$ cat config.mk
export PLATFORM = sky130hd
export DESIGN_NAME = scwl_loader
export DESIGN_NICKNAME = d
export VERILOG_FILES = /design/src/rtl/scwl_pkg.sv /design/src/rtl/scwl_sync.sv /design/src/rtl/scwl_deser.sv /design/src/rtl/scwl_decode.sv /design/src/rtl/scwl_wr_port.sv /design/src/rtl/scwl_loader.sv
export SDC_FILE = /design/constraint.sdc
export NUM_CORES = 1
export LEC_CHECK = 0
export ABC_AREA = 0
export BUFFER_PORTS_ARGS = -buffer_cell sky130_fd_sc_hd__clkbuf_2
export CAP_MARGIN = 10
export CORE_MARGIN = 5
export CORE_UTILIZATION = 60
export CTS_CLUSTER_DIAMETER = 80
export DETAILED_ROUTE_END_ITERATION = 12
export PLACE_DENSITY_LB_ADDON = 0.08
export SLEW_MARGIN = 0
export SYNTH_ARGS = -nofsm -noshare
export SYNTH_HDL_FRONTEND = slang
export SYNTH_SLANG_ARGS = --single-unit
$ cat constraint.sdc
create_clock -name clk -period 3.8 [get_ports clk]
set_input_delay 0.19 -clock clk [delete_from_list [all_inputs] [get_ports clk]]
set_output_delay 0.19 -clock clk [all_outputs]
set_load 0.03 [all_outputs]
$ cat src/rtl/scwl_pkg.sv
package scwl_pkg;
  localparam int unsigned WORD_W = 16;
  localparam int unsigned BYTE_W = WORD_W / 2;
  localparam int unsigned ADDR_W = 3;

  typedef enum logic [1:0] {
    OP_WRITE = 2'b00,
    OP_RSVD  = 2'b01,
    OP_CTRL  = 2'b10,
    OP_POWER = 2'b11
  } op_e;

  typedef struct packed {
    logic [ADDR_W-1:0] addr;
    logic [WORD_W-1:0] data;
  } wr_req_t;
endpackage

$ cat src/rtl/scwl_sync.sv
module scwl_sync #(
  parameter int unsigned WIDTH = 3,
  parameter int unsigned STAGES = 2,
  parameter logic [WIDTH-1:0] RST_VAL = '0
) (
  input  logic             clk,
  input  logic             rst_n,
  input  logic [WIDTH-1:0] d_in,
  output logic [WIDTH-1:0] d_out
);
  logic [STAGES-1:0][WIDTH-1:0] pipe;

  always_ff @(posedge clk) begin
    if (!rst_n) begin
      pipe <= {STAGES{RST_VAL}};
    end else begin
      pipe[0] <= d_in;
      for (int s = 1; s < STAGES; s++) pipe[s] <= pipe[s-1];
    end
  end

  assign d_out = pipe[STAGES-1];
endmodule

$ cat src/rtl/scwl_deser.sv
module scwl_deser
  import scwl_pkg::*;
(
  input  logic              clk,
  input  logic              rst_n,
  input  logic              sclk_s,
  input  logic              sdata_s,
  input  logic              fsync_n_s,
  output logic              word_valid,
  output logic [WORD_W-1:0] word
);
  localparam int unsigned CNT_W = $clog2(WORD_W + 1);
  localparam logic [CNT_W-1:0] LAST_BIT = CNT_W'(WORD_W - 1);
  localparam logic [CNT_W-1:0] FULL_CNT = CNT_W'(WORD_W);

  logic             sclk_d;
  logic [CNT_W-1:0] bit_cnt;
  logic [WORD_W-1:0] shreg;
  logic             fall;

  assign fall = sclk_d & ~sclk_s;

  always_ff @(posedge clk) begin
    if (!rst_n) begin
      sclk_d     <= 1'b1;
      bit_cnt    <= '0;
      shreg      <= '0;
      word_valid <= 1'b0;
    end else begin
      sclk_d     <= sclk_s;
      word_valid <= 1'b0;
      if (fsync_n_s) begin
        bit_cnt <= '0;
      end else if (fall && (bit_cnt < FULL_CNT)) begin
        shreg   <= {shreg[WORD_W-2:0], sdata_s};
        bit_cnt <= bit_cnt + 1'b1;
        if (bit_cnt == LAST_BIT) word_valid <= 1'b1;
      end
    end
  end

  assign word = shreg;

  AST_ONE_WORD_PER_FRAME: assert property (@(posedge clk) disable iff (!rst_n)
    word_valid |=> !word_valid);
  AST_ABORT_SILENT: assert property (@(posedge clk) disable iff (!rst_n)
    fsync_n_s |=> !word_valid);
endmodule

$ cat src/rtl/scwl_decode.sv
module scwl_decode
  import scwl_pkg::*;
#(
  parameter int unsigned PHASE_W = 12
) (
  input  logic              clk,
  input  logic              rst_n,
  input  logic              word_valid,
  input  logic [WORD_W-1:0] word,
  output logic              commit,
  output wr_req_t           req,
  output logic              sync_en,
  output logic              src_sel,
  output logic              sleep,
  output logic              acc_reset
);
  logic [WORD_W-1:0] phase_mask;

  generate
    if (PHASE_W >= WORD_W) begin : g_full_phase
      assign phase_mask = '1;
    end else begin : g_narrow_phase
      assign phase_mask = {{(WORD_W-PHASE_W){1'b0}}, {PHASE_W{1'b1}}};
    end
  endgenerate

  op_e               op;
  logic              direct;
  logic              hi_half;
  logic [3:0]        dest;
  logic [BYTE_W-1:0] dbyte;
  logic              dest_ok;
  logic              is_phase;
  logic [WORD_W-1:0] defer_q;
  logic [WORD_W-1:0] defer_nxt;

  assign op       = op_e'(word[WORD_W-1 -: 2]);
  assign direct   = word[13];
  assign hi_half  = word[12];
  assign dest     = word[11:8];
  assign dbyte    = word[BYTE_W-1:0];
  assign dest_ok  = (dest[3] == 1'b0);
  assign is_phase = dest[2];
  assign defer_nxt = hi_half ? {dbyte, defer_q[BYTE_W-1:0]}
                             : {defer_q[WORD_W-1:BYTE_W], dbyte};

  always_ff @(posedge clk) begin
    if (!rst_n) begin
      defer_q   <= '0;
      commit    <= 1'b0;
      req       <= '0;
      sync_en   <= 1'b0;
      src_sel   <= 1'b0;
      sleep     <= 1'b0;
      acc_reset <= 1'b0;
    end else begin
      commit <= 1'b0;
      if (word_valid) begin
        unique case (op)
          OP_WRITE: begin
            if (dest_ok) begin
              defer_q <= defer_nxt;
              if (direct) begin
                commit    <= 1'b1;
                req.addr  <= dest[2:0];
                req.data  <= is_phase ? (defer_nxt & phase_mask) : defer_nxt;
              end
            end
          end
          OP_CTRL: begin
            sync_en <= word[13];
            src_sel <= word[12];
          end
          OP_POWER: begin
            sleep     <= word[13];
            acc_reset <= word[12];
            if (word[11]) begin
              sync_en <= 1'b0;
              src_sel <= 1'b0;
            end
          end
          default: ;
        endcase
      end
    end
  end

  AST_COMMIT_NEEDS_WORD: assert property (@(posedge clk) disable iff (!rst_n)
    commit |-> $past(word_valid));
  AST_CLEAR_ZEROES_FLAGS: assert property (@(posedge clk) disable iff (!rst_n)
    (word_valid && op == OP_POWER && word[11]) |=> (!sync_en && !src_sel));
  AST_RSVD_NO_EFFECT: assert property (@(posedge clk) disable iff (!rst_n)
    (word_valid && op == OP_RSVD) |=> (!commit && $stable(sync_en) && $stable(src_sel)));
endmodule

$ cat src/rtl/scwl_wr_port.sv
module scwl_wr_port
  import scwl_pkg::*;
#(
  parameter int unsigned SYNC_EXTRA = 2,
  parameter int unsigned PHASE_W = 12
) (
  input  logic              clk,
  input  logic              rst_n,
  input  logic              commit,
  input  wr_req_t           req_in,
  input  logic              sync_en,
  input  logic              wr_ready,
  output logic              wr_valid,
  output logic [ADDR_W-1:0] wr_addr,
  output logic [WORD_W-1:0] wr_data
);
  localparam int unsigned WAIT_W = (SYNC_EXTRA > 0) ? $clog2(SYNC_EXTRA + 1) : 1;
  localparam logic [WAIT_W-1:0] WAIT_LOAD = WAIT_W'(SYNC_EXTRA);

  wr_req_t           held;
  logic [WAIT_W-1:0] wait_cnt;

  always_ff @(posedge clk) begin
    if (!rst_n) begin
      held     <= '0;
      wait_cnt <= '0;
      wr_valid <= 1'b0;
    end else if (commit) begin
      held <= req_in;
      if (sync_en && (SYNC_EXTRA > 0)) begin
        wait_cnt <= WAIT_LOAD;
        wr_valid <= 1'b0;
      end else begin
        wait_cnt <= '0;
        wr_valid <= 1'b1;
      end
    end else if (wait_cnt != '0) begin
      if (wait_cnt == WAIT_W'(1)) wr_valid <= 1'b1;
      wait_cnt <= wait_cnt - 1'b1;
    end else if (wr_valid && wr_ready) begin
      wr_valid <= 1'b0;
    end
  end

  assign wr_addr = held.addr;
  assign wr_data = held.data;

  AST_HOLD_UNTIL_TAKEN: assert property (@(posedge clk) disable iff (!rst_n)
    (wr_valid && !wr_ready && !commit) |=> (wr_valid && $stable(wr_data) && $stable(wr_addr)));
  AST_PHASE_TOP_ZERO: assert property (@(posedge clk) disable iff (!rst_n)
    (wr_valid && wr_addr[2]) |-> ((wr_data >> PHASE_W) == '0));
  AST_SYNC_DELAY: assert property (@(posedge clk) disable iff (!rst_n)
    (commit && sync_en && (SYNC_EXTRA > 0)) |=> !wr_valid);
endmodule

$ cat src/rtl/scwl_loader.sv
module scwl_loader
  import scwl_pkg::*;
#(
  parameter int unsigned PHASE_W = 12,
  parameter int unsigned SYNC_STAGES = 2,
  parameter int unsigned SYNC_EXTRA = 2
) (
  input  logic        clk,
  input  logic        rst_n,
  input  logic        sclk,
  input  logic        sdata,
  input  logic        fsync_n,
  output logic        wr_valid,
  input  logic        wr_ready,
  output logic [2:0]  wr_addr,
  output logic [15:0] wr_data,
  output logic        sync_en,
  output logic        src_sel,
  output logic        sleep,
  output logic        acc_reset
);
  logic [2:0]        pins_s;
  logic              word_valid;
  logic [WORD_W-1:0] word;
  logic              commit;
  wr_req_t           req;

  // Order: {sclk, sdata, fsync_n}; idle level of sclk and fsync_n is high.
  scwl_sync #(.WIDTH(3), .STAGES(SYNC_STAGES), .RST_VAL(3'b101)) u_sync (
    .clk(clk), .rst_n(rst_n), .d_in({sclk, sdata, fsync_n}), .d_out(pins_s)
  );

  scwl_deser u_deser (
    .clk(clk), .rst_n(rst_n),
    .sclk_s(pins_s[2]), .sdata_s(pins_s[1]), .fsync_n_s(pins_s[0]),
    .word_valid(word_valid), .word(word)
  );

  scwl_decode #(.PHASE_W(PHASE_W)) u_decode (
    .clk(clk), .rst_n(rst_n), .word_valid(word_valid), .word(word),
    .commit(commit), .req(req), .sync_en(sync_en), .src_sel(src_sel),
    .sleep(sleep), .acc_reset(acc_reset)
  );

  scwl_wr_port #(.SYNC_EXTRA(SYNC_EXTRA), .PHASE_W(PHASE_W)) u_port (
    .clk(clk), .rst_n(rst_n), .commit(commit), .req_in(req), .sync_en(sync_en),
    .wr_ready(wr_ready), .wr_valid(wr_valid), .wr_addr(wr_addr), .wr_data(wr_data)
  );
endmodule

* Word level (Yosys, flattened, before mapping) *
Cells that the tools add are included.

word-level totals
  register bits = 91
  input port bits = 6
  output and inout port bits = 24
  word-level logic and storage cells = 66

cells by class
  add/subtract/negate cells = 2
  $lt $le $gt $ge = 1
  eq/ne operators = 6
  muxes and demuxes = 15
  bitwise logic cells = 8
  reductions and logical operators = 16

operator list
  kind                                              number
  2-to-1 mux 16 bit                                 2
  2-to-1 mux 1 bit                                  8
  inverter 1 bit                                    7
  2-to-1 mux 2 bit                                  3
  AND reduction 2 bit                               3
  AND reduction 3 bit                               2
  nonzero test 2 bit                                3
  adder 5 x 1 -> 5 bit, second input constant       1
  == test 5 x 4 -> 1 bit, second input constant     1
  < comparator 5 bit, second input constant         1
  == test 2 bit, second input constant              2
  case mux 1 bit (2 select lines)                   2
  AND reduction 4 bit                               1
  OR reduction 4 bit                                1
  != test 3 bit, second input constant              1
  nonzero test 3 bit                                1
  OR reduction 3 bit                                1
  == test 2 x 1 -> 1 bit, second input constant     1
  logical AND 1 bit                                 2
  zero test 2 bit                                   1
  != test 2 bit, second input constant              1
  OR reduction 2 bit                                1
  subtractor 2 x 1 -> 2 bit, second input constant  1
  AND 1 bit                                         1

* Logic depth before layout (Yosys ltp) *
  word-level depth = 5
  mapped depth = 5
  depth with buffers taken out = 5

* Hierarchy *
From an unflattened synthesis, not the netlist that was laid out.

unflattened totals
  cells, all modules = 374
  area total of the unflattened synthesis = 3687.3 sq um

modules (own cells, without submodules)
  module        instances  cells an instance  area each (sq um)  seq. area each (sq um)
  scwl_decode   1          176                1726.7             800.8
  scwl_wr_port  1          80                 898.4              440.4
  scwl_deser    1          103                882.1              460.4
  scwl_sync     1          15                 180.2              120.1

* Worst setup path after synthesis *
OpenSTA, ideal clock, no wires.

  path kind = reg-to-reg
  from = register u_deser.bit_cnt[0]
  to = register u_deser.bit_cnt[4]
  setup time = 70 ps
  arrival time = 1498 ps
  data required time = 3730 ps
  setup slack = 2231 ps
  cell stages (with the launch flop) = 6
  path buffers = 0
  period minus slack after synthesis = 1569 ps
  path through = dfxtp_1 ha_1 and3_1 ha_1 or3b_2 a21oi_1

between the ends
  longest elaborated chain between the ends = 2
  elaborated cells between the ends (all ways) = 3
  classes of those cells = 1 x add/sub; 1 x order compare; 1 x reduce/logical

ends and longest elaborated chain
  element                   RTL line          text
  start: declaration        scwl_deser.sv:17  logic [CNT_W-1:0] bit_cnt;
  start signal: assignment  scwl_deser.sv:36  bit_cnt <= bit_cnt + 1'b1;
  < comparator 5 bit        scwl_deser.sv:34  end else if (fall && (bit_cnt < FULL_CNT)) begin
  logical AND 1 bit         scwl_deser.sv:34

Several ways; a longest one is shown, not always the timed one.
A chain may end at the register's enable or synchronous reset.

* Final worst setup path *
  from = register u_deser.shreg[11], in the netlist u_deser.word[11]
  to = register u_decode.req[13] (netlist name)

between the ends
  longest elaborated chain between the ends = 2

ends and longest elaborated chain
  element                               RTL line          text
  start: declaration                    scwl_deser.sv:18  logic [WORD_W-1:0] shreg;
  start signal: assignment              scwl_deser.sv:35  shreg <= {shreg[WORD_W-2:0], sdata_s};
  inverter 1 bit (no source line)       n/a
  AND reduction 4 bit (no source line)  n/a

Every way passes these cells.

==> results.md <==
* Max Fclk at 536 MHz
* Worst slew pin tran at 1.01 ns
* Register area at 0.00182 mm^2
* Syn-to-layout area delta at 10.9%
* Die H at 87.4 um
* Worst setup SP type: flip-flop
* First-pass GRT wire length at 11200 um
* Total track usage at 18.6%
* Clk buf depth at 2
* Synth Net Count at 368
* Htree depth at 3
* Avg Synthesized Cell Area at 10.0 um^2
* Number of hold buffers added after cts at 0
* CORE AREA at 0.00589 mm^2
* Cell Pwr Density at 447 mW/mm^2
* CTS Sinks at 91
* Post-cts resize count at 0
* Initial Util at 61.0%
* Clk Latency, worst-skew pair at 0.34 ns
* I/O pin total at 30
* Commonest non-fill, non-tap cells in the layout: dfxtp_1, mux2i_1, nand2_1
* Total wire length at 6470 um
* Share of layout cells above drive strength 1 at 15.2%
* Post-CTS Setup Repair Bufs at 0
* LEAKAGE at 1.59 nW
* CTS Root Cell: clkbuf_8
* FF+latch count, synth at 91
* Max FO, Critical Path at 20
* Status: completed
* # DRC at 0
* CTS buffer count at 9
* Synthesized area at 0.00359 mm^2
* Critical path class: reg2reg
* DR vias at 2520
* Commonest non-fill, non-tap cell in the layout: dfxtp_1
* Tcrit/Tclk final at 49.1%
* Clock Pin Slew Worst Setup and Hold Paths at 0.08 ns
* Remaining antenna violation count at 0
* # Max-Cap Violations at 0
* Worst Path Required at 4.00 ns
* Post-Layout Cell Count at 457
* Crit path time final at 1.87 ns
* Setup TNS at 0 ns
* Vias in the first global route at 2439
* RSZ-0062 raised after global routing: no
* DPL Wire Length at 4550 um
* Count of warnings emitted by yosys at 0
* Worst VDD drop at 250 uV
* Largest net degree at the start of global routing at 46
* DR iter-0 viols at 106
* R2R setup slack at 1.93 ns
* Min-delay worst type: in2reg
* Setup Viol. Count Final at 0
* Max-slew violations at 0
* Die Footprint at 0.00763 mm^2
* Multi-input gate area at 0.00164 mm^2
* Fillers at 493
* Critical Path AT at 2.07 ns
* Clock skew at 0.00690 ns
* Dpl cells at 441
* Placement Rows at 28
* Syn Inst Count at 358
* I/O Buffers at 29
* CTS tree: built
* Slew headroom at 32.5%
* Drt pass-1 iters at 4
* Netlist cell types at 35
* Ant diodes at 0
* Gpl congestion at 0.797
* Initial antenna violation count at 0
* Seq/Total Area, Yosys at 50.7%
* Setup crit end kind: flip-flop
* Total gr overflow at 0
* Chip Width at 87.4 um
* Number of vias per cell at 5.51
* Nets@finish at 387
* Wire per inst at 14.1 um
* Final Hold Viols at 0
logic make-up after synthesis:
kind of cell	synth area share (%)
xor gates and xnor gates	0.732
buffers and inverters	3.80
DFF	50.7
AOI/OAI and AO/OA	8.32
adders and majority gates	1.39
muxes	15.7
and+or+nand+nor	19.3
sequential cells by signal, indices dropped and copies added, names as in the netlist, 2 cells and up:
name,flops
u_decode.defer_q,16
u_port.wr_data,16
u_sync.d_out,3
u_port.wr_addr,3
u_decode.req,19
u_deser.word,16
u_deser.bit_cnt,5
u_sync.pipe,3
u_port.wait_cnt,2
power breakdown:
group | total [mW] | internal, mW | switching [mW] | leakage (nW)
sequential | 0.973 | 0.966 | 0.00695 | 0.735
clock | 0.721 | 0.406 | 0.315 | 0.113
combinational | 0.0856 | 0.0385 | 0.0470 | 0.741
total | 1.78 | 1.41 | 0.369 | 1.59
critical path: stages, from the launching register on:
cell and delay [ns]:
dfxtp_1 0.35, nor4b_2 0.28, buf_4 0.27, and2_1 0.63, o21ai_0 0.19
Yosys cell counts:
cell type	count	area, um^2
nand4b_1	2	17.5
mux2i_1	52	521
buf_1	1	3.75
nand3_1	30	150
nor3_1	1	5.00
clkbuf_1	14	52.6
and3_1	2	12.5
mux2_2	4	45.0
a21boi_0	4	30.0
buf_4	4	30.0
xnor2_1	2	17.5
nor4bb_1	1	10.0
xor2_1	1	8.76
and2b_1	1	7.51
nor2b_1	25	156
inv_1	4	15.0
o211a_1	12	120
nor3b_1	2	15.0
nand2_1	43	161
nor2_1	2	7.51
o21ai_0	23	115
nand2b_1	7	43.8
buf_2	7	35.0
or3_1	1	6.26
nor4b_2	2	30.0
ha_1	4	50.1
dfxtp_1	91	1820
or3b_2	1	8.76
and2_1	3	18.8
a21oi_1	4	20.0
o21ai_1	1	5.00
nand2_2	1	6.26
or3b_4	1	11.3
a211o_1	1	8.76
nand4_1	4	25.0
metrics by stage:
stage / cell area (um^2) / hold WS [ns] / setup slack (ns) / total power [mW] / util [%]
detailed placement: 3760 / 0.382 / 1.91 / 1.08 / 63.8
global route: 3980 / 0.0279 / 1.74 / 1.85 / 67.7
finish: 3980 / 0.0340 / 1.93 / 1.78 / 67.7
global placement: 3760 / 0.377 / 1.93 / 1.08 / 63.8
floorplan: 3590 / 0.291 / 2.23 / 1.06 / -
CTS: 3980 / 0.0156 / 1.88 / 1.80 / 67.7
layer usage:
layer	vias to the layer above	wire [um]	global-route usage, %
met5	-	0	0
met4	0	84	8.37
met3	6	189	3.41
met2	30	3060	30.5
met1	1208	3140	23.7
li1	1276	-	-
final timing paths:
path,start,end,depth (start not counted)
worst max-delay path,u_deser.word[11],u_decode.req[13],4
worst min-delay path,fsync_n,u_sync.pipe[0],2
worst max register to register,u_deser.word[11],u_decode.req[13],4
worst min register to register,u_sync.pipe[2],u_sync.d_out[2],1
cell type report:
class / count / share of cell area (%)
Clock buffer: 12 / 3.89
Clock inverter: 4 / 1.82
Inverter: 4 / 0.377
Multi-Input combinational cell: 237 / 41.2
Sequential cell: 91 / 45.7
Tap cell: 75 / 2.36
Timing Repair Buffer: 34 / 4.59
Power figures use the tool's default switching activity.
